File: src/rtl/fracclk_gen.sv
module fracclk_gen #(
  parameter int A_W = 10,
  parameter int B_W = 10,
  parameter int C_W = 12,
  parameter logic [A_W+B_W+C_W-1:0] DEF_WORD = 32'h0802_203F
) (
  input  logic                   clk,
  input  logic                   rst_n,
  input  logic                   tick,
  input  logic                   cfg_we,
  input  logic [A_W+B_W+C_W-1:0] cfg_word,
  output logic                   bit_clk,
  output logic                   frame_start
);
  localparam int CFG_W = A_W + B_W + C_W;
  localparam int S_W   = ((B_W > C_W) ? B_W : C_W) + 1;
  localparam int T_W   = A_W + 1;

  logic [CFG_W-1:0] act_w, pend_w;
  logic [T_W-1:0]   tcnt;
  logic [S_W-1:0]   scnt;

  logic [A_W-1:0] fa;
  logic [S_W-1:0] fb, fc, short_n, last_idx;
  logic [T_W-1:0] len_m1;
  logic           in_short, last_tick, last_state;

  assign fa = act_w[CFG_W-1 -: A_W];
  assign fb = S_W'(act_w[C_W +: B_W]);
  assign fc = S_W'(act_w[0 +: C_W]);

  assign short_n  = (fc > fb) ? (fc - fb) : '0;
  assign last_idx = short_n + fb;
  assign in_short = scnt < short_n;

  always_comb begin
    if (!in_short)      len_m1 = T_W'(fa);
    else if (fa == '0)  len_m1 = '0;
    else                len_m1 = T_W'(fa) - T_W'(1);
  end

  assign last_tick  = tcnt == len_m1;
  assign last_state = scnt == last_idx;

  always_ff @(posedge clk) begin
    if (!rst_n) begin
      act_w       <= DEF_WORD;
      pend_w      <= DEF_WORD;
      tcnt        <= '0;
      scnt        <= '0;
      bit_clk     <= 1'b1;
      frame_start <= 1'b0;
    end else begin
      frame_start <= 1'b0;
      if (cfg_we) pend_w <= cfg_word;
      if (tick) begin
        if (last_tick) begin
          tcnt    <= '0;
          bit_clk <= ~bit_clk;
          if (last_state) begin
            scnt        <= '0;
            act_w       <= pend_w;
            frame_start <= 1'b1;
          end else begin
            scnt <= scnt + S_W'(1);
          end
        end else begin
          tcnt <= tcnt + T_W'(1);
        end
      end
    end
  end
endmodule

File: config.mk
export PLATFORM = sky130hd
export DESIGN_NAME = fracclk_gen
export DESIGN_NICKNAME = d
export VERILOG_FILES = /design/src/rtl/fracclk_gen.sv
export SDC_FILE = /design/constraint.sdc
export NUM_CORES = 1
export LEC_CHECK = 0
export BUFFER_PORTS_ARGS = -buffer_cell sky130_fd_sc_hd__buf_2
export CAP_MARGIN = 40
export CORE_MARGIN = 2
export CORE_UTILIZATION = 56
export DETAILED_ROUTE_END_ITERATION = 10
export PLACE_DENSITY_LB_ADDON = 0.1
export REMOVE_ABC_BUFFERS = 1
export SETUP_SLACK_MARGIN = 0.15
export SYNTH_ARGS = -nofsm -noshare
export SYNTH_HDL_FRONTEND = slang
export SYNTH_SLANG_ARGS = --single-unit
File: constraint.sdc
create_clock -name clk -period 5.35 [get_ports clk]
set_input_delay 0.8025 -clock clk [delete_from_list [all_inputs] [get_ports clk]]
set_output_delay 0.8025 -clock clk [all_outputs]
set_load 0.05 [all_outputs]
After elaboration in Yosys (flattened, before gate mapping)
Index checks and enable logic that the tools add are counted.

Add/subtract/negate cells: 5. $lt $le $gt $ge: 2. Equal/unequal tests: 2. Multiplexer cells: 6. Bitwise operators: 1. Reductions and logical operators: 4.

Operators by type and width (count): two-way mux 11 bit (3); two-way mux 13 bit (2); adder 13 x 1 -> 13 bit (second input constant) (1); adder 13 x 10 -> 13 bit (1); equality test 13 bit (1); < comparator 13 bit (1); subtractor 12 x 10 -> 13 bit (1); greater-than comparator 12 x 10 -> 1 bit (1); adder 11 x 1 -> 11 bit (second input constant) (1); equality test 11 bit (1); subtractor 10 x 1 -> 11 bit (second input constant) (1); zero test 10 bit (1); AND reduction 3 bit (2); AND reduction 2 bit (1); two-way mux 1 bit (1); inverter 1 bit (1).

Register bits after elaboration: 90. Output and inout port bits: 2. Word-level logic and storage cells: 26.

Depth between registers and ports, before layout
Depth in word-level cells: 6. Depth in mapped cells: 24. Depth with buffers taken out: 21.

Worst setup path after synthesis
Ideal clock, no wire load.

Kind: reg-to-reg. Start: register act_w[20]. End: register tcnt[0]. Library setup time: 0.132 ns. Arrival: 5.078 ns. Data required time: 5.218 ns. Path slack: 0.140 ns. Stages on the path, launching flop included: 21. Path buffers: 3. Cells stage by stage: dfxtp_1 inv_1 ha_1 nand4_1 nor4b_2 a21boi_4 o21a_1 clkbuf_1 o311ai_0 ha_1 nor3_1 nor2_1 a221oi_2 nand2_1 a32o_1 a221o_1 a211o_1 buf_4 nor4_4 buf_4 nor3_1.

Word-level cells in the longest chain between the ends: 6.

RTL lines: start: declaration (RTL line 19) `logic [CFG_W-1:0] act_w, pend_w;`; start signal: assignment (RTL line 62) `act_w <= pend_w;`; subtractor 12 x 10 -> 13 bit or greater-than comparator 12 x 10 -> 1 bit (tied branches) (RTL line 32) `assign short_n = (fc > fb) ? (fc - fb) : '0;`; two-way mux 13 bit (*) (RTL line 32); < comparator 13 bit (*) (RTL line 34) `assign in_short = scnt < short_n;`; two-way mux 11 bit (*) (RTL line 37) `if (!in_short) len_m1 = T_W'(fa);`; equality test 11 bit (*) (RTL line 42) `assign last_tick = tcnt == len_m1;`; two-way mux 11 bit (*) (RTL line 57) `if (last_tick) begin`; end signal: assignment (RTL line 68) `tcnt <= tcnt + T_W'(1);`; end: declaration (RTL line 20) `logic [T_W-1:0] tcnt;`.

Mark *: on every way between the ends. The rest lies on a longest branch, timed or not. A chain may end at the register's enable or synchronous reset.

Final worst setup path
Start: register act_w[20]. End: register act_w[7].

Word-level cells in the longest chain between the ends: 6.

RTL lines (RTL line): subtractor 12 x 10 -> 13 bit or greater-than comparator 12 x 10 -> 1 bit (tied branches) (32); two-way mux 13 bit (32); < comparator 13 bit (34); two-way mux 11 bit (37); equality test 11 bit (42); AND reduction 3 bit (no source line) (*).

Marked as above.

==> results by group <==
Outcome
  – Status: completed

Synthesis
  – Top-count cell post-synth: dfxtp_1
  – Post-Syn Area per Cell: around 8 µm²
  – Yosys warns: 0
  – Asr flop ratio synth: 0%
  – Synth Register Bits: 90
  – Post-synth top area share: around 30%
  – Post-Synthesis Cells: around 750
  – Dominant synthesized flop cell: dfxtp_1
  – Synth area leaders: dfxtp_1 (30%), ha_1 (7.1%), mux2i_1 (5.5%)
  – Sequential share of the synthesized area: between 30% and 40%
  – Post-synth top cells: dfxtp_1 (90), nor2_1 (59), nand3_1 (57)
  – Post-synth EDFFs: 0
  – Unique masters post-synth: 71
  – Yosys top cell by area: dfxtp_1
  – Post-Synthesis Cell Area: approximately 0.0060 mm²

STA
  – Fin worst setup slack: 305.2 ps
  – Fin crit period: between 5000 and 6000 ps
  – Fmax: between 150 and 200 MHz
  – Final setup violating endpoints: 0
  – Setup TNS: 0 ps
  – RSZ-0062 raised after global routing: yes
  – Worst Skew: roughly 12 ps
  – Crit share post-route: 94.30%
  – Relative slew slack: 52.21%
  – Max-slew violations: 0
  – Worst-Margin Slew: slightly above 700 ps
  – Hold Violations, Final: 0

Clock network
  – Longest Clk Path Bufs: 2
  – # clock sinks: 90
  – CTS tree: built
  – Worst-skew pair later-pin latency: 390 ps
  – CTS root buffer: clkbuf_8
  – TritonCTS Buffers: 9
  – Clk slew on worst S/H paths: approximately 100 ps
  – CTS Hold Buffers Added: 0
  – H-tree depth: 3

Detailed routing
  – Vias per cell: 6.186
  – # DRC: 0
  – DRT Pass-1 Iters: 5
  – 1st-iter DRT viols: 514
  – Routed Antenna Nets: 0
  – WL/cell: 18.10 µm
  – Via count: 5951
  – Total Wirelength: 17420 µm

Die
  – Die ar.: ~0.012 mm²
  – Starting Density: between 50 and 60%
  – Io pins: 38
  – Core area: about 0.010 mm²
  – Row count: 37
  – Chip Width: ~110 µm
  – Die Ht: ~110 µm

Final layout
  – Non-Filler Instances: just under 1000
  – Final nets: 893
  – Post-route cell area: about 0.0073 mm²
  – Diodes inserted: 0
  – Layout cells sized above 1: between 20 and 25%
  – Synth-to-Final Area Change: 22.17%
  – FF/Latch Area: 0.001804 mm²
  – Area of the multi-input gates: between 0.004 and 0.005 mm²
  – Fillers: approximately 850

Global routing
  – Tot GR Track Use: about 30%
  – First-pass GRT wire length: about 27000 µm
  – Vias in the first global route: 5495
  – Total grt overflow: 0
  – Largest net degree at the start of global routing: 42
  – Initial antenna violation count: 0

Placed design
  – I/O Buffers: 37
  – DP HPWL: about 12000 µm
  – Placed Cells: 931
  – Pre-CTS setup slack: -141.6 ps
  – Post-place instance area: 0.006591 mm²
  – RD Place Congestion: between 1 and 1.5

Pwr
  – Leak: ~3 nW
  – Worst IR Drop VDD: 0.1882 mV
  – PnR Total Power: between 0.001 and 0.0015 W
  – Pwr Density: ~170 mW/mm²

Critical path
  – Critical path class: reg2reg
  – Critical path arrival: between 5000 and 6000 ps
  – Critical Path Source Type: flip-flop
  – Crit path max fanout: 16
  – Data required time of the worst path: around 5700 ps
  – CP Capture Type: flip-flop

Run
  – Max Cap Violations: 0

Min path
  – HP Class: reg2reg
[final timing paths]
check	start	endpoint	slack [ps]	cells after the start
setup / recovery	act_w[20]	act_w[7]	310	22
hold reg to reg	pend_w[14]	act_w[14]	470	2
hold / removal	pend_w[14]	act_w[14]	470	2
setup reg to reg	act_w[20]	act_w[7]	310	22
[per-stage QoR]
| step | hold WS (ps) | utilization [%] |
|---|---|---|
| after floorplan | 439.8 | - |
| after global placement | 455.2 | 63.65 |
| after detailed placement | 459.0 | 63.85 |
| after CTS | 474.1 | 66.32 |
| after global routing | 489.7 | 70.73 |
| final | 469.3 | 70.73 |
[registers in the layout (all words and copies together), names as in the netlist]
signal and count:
act_w 32, bit_clk 1, frame_start 1, pend_w 32, scnt 13, tcnt 11
[routing by layer]
layer / vias up / wire [µm] / global-route usage, %
li1: 2867 / - / -
met1: 2834 / 8122 / 44.28
met2: 224 / 7884 / 44.17
met3: 26 / 1145 / 4.903
met4: 0 / 263 / 10.58
met5: - / 0 / 0
[logic make-up after synthesis]
logic type	after synthesis	share of synthesized area (%)
AOI/OAI and AO/OA	183	20.08
adders and majority gates	36	7.787
xor gates and xnor gates	52	7.620
buffers and inverters	81	5.568
DFF	90	30.14
and+or+nand+nor	273	23.28
muxes	33	5.527
[layout by cell type, fill, tap and decap left out, types with 5 or more instances in the layout]
| cell | netlist | final |
|---|---|---|
| a211oi_1 | 9 | 7 |
| a21o_1 | 6 | 6 |
| a21oi_1 | 47 | 42 |
| a31oi_1 | 6 | 6 |
| and2_1 | 6 | 5 |
| and3_1 | 18 | 18 |
| buf_12 | 0 | 6 |
| buf_2 | 7 | 37 |
| buf_4 | 5 | 49 |
| clkbuf_8 | 0 | 9 |
| dfxtp_1 | 90 | 88 |
| ha_1 | 34 | 28 |
| inv_1 | 39 | 38 |
| mux2i_1 | 33 | 33 |
| nand2_1 | 55 | 53 |
| nand3_1 | 57 | 56 |
| nand4_1 | 17 | 17 |
| nor2_1 | 59 | 59 |
| nor3_1 | 22 | 22 |
| nor3b_1 | 5 | 5 |
| nor4_2 | 1 | 6 |
| o211ai_1 | 9 | 9 |
| o21ai_0 | 56 | 43 |
| o21ai_1 | 1 | 13 |
| xnor2_1 | 23 | 20 |
| xor2_1 | 29 | 29 |
[report_power, final]
| group | switching, W | internal, W |
|---|---|---|
| Sequential | 0.0000129 | 0.000685 |
| Combinational | 0.0000355 | 0.0000306 |
| Clock | 0.000273 | 0.000220 |
[cell type report]
type                    count  area share [%]
clock buffers               9           1.696
clock inverters             7           1.045
inverters                  40           2.056
multi-input cells         579           56.75
flip-flops and latches     90           24.71
well taps                 136           2.330
repair buffers            101           11.41
[repair_timing]
item                       4_1_cts  5_1_grt
buffers inserted                 1        7
setup endpoints to repair       57       58
gates resized for setup         13       65
cloned                           0        6
pin swaps                        3       27
[critical path: stages, from the launching register on]
cell and delay [ps]:
dfxtp_1 340, inv_1 40, ha_1 300, buf_4 170, a21o_1 190, o21bai_2 220
a21bo_2 240, o21a_2 240, buf_4 170, nand2_1 110, ha_1 270, a211oi_1 280
o21ai_1 140, a221oi_2 250, buf_4 200, o211ai_4 90, a32o_1 250, a221o_1 370
a211oi_2 240, and4_4 380, clkbuf_16 210, nand3_1 80, a21oi_1 160
Note: power is estimated with default switching activity, not from simulation.
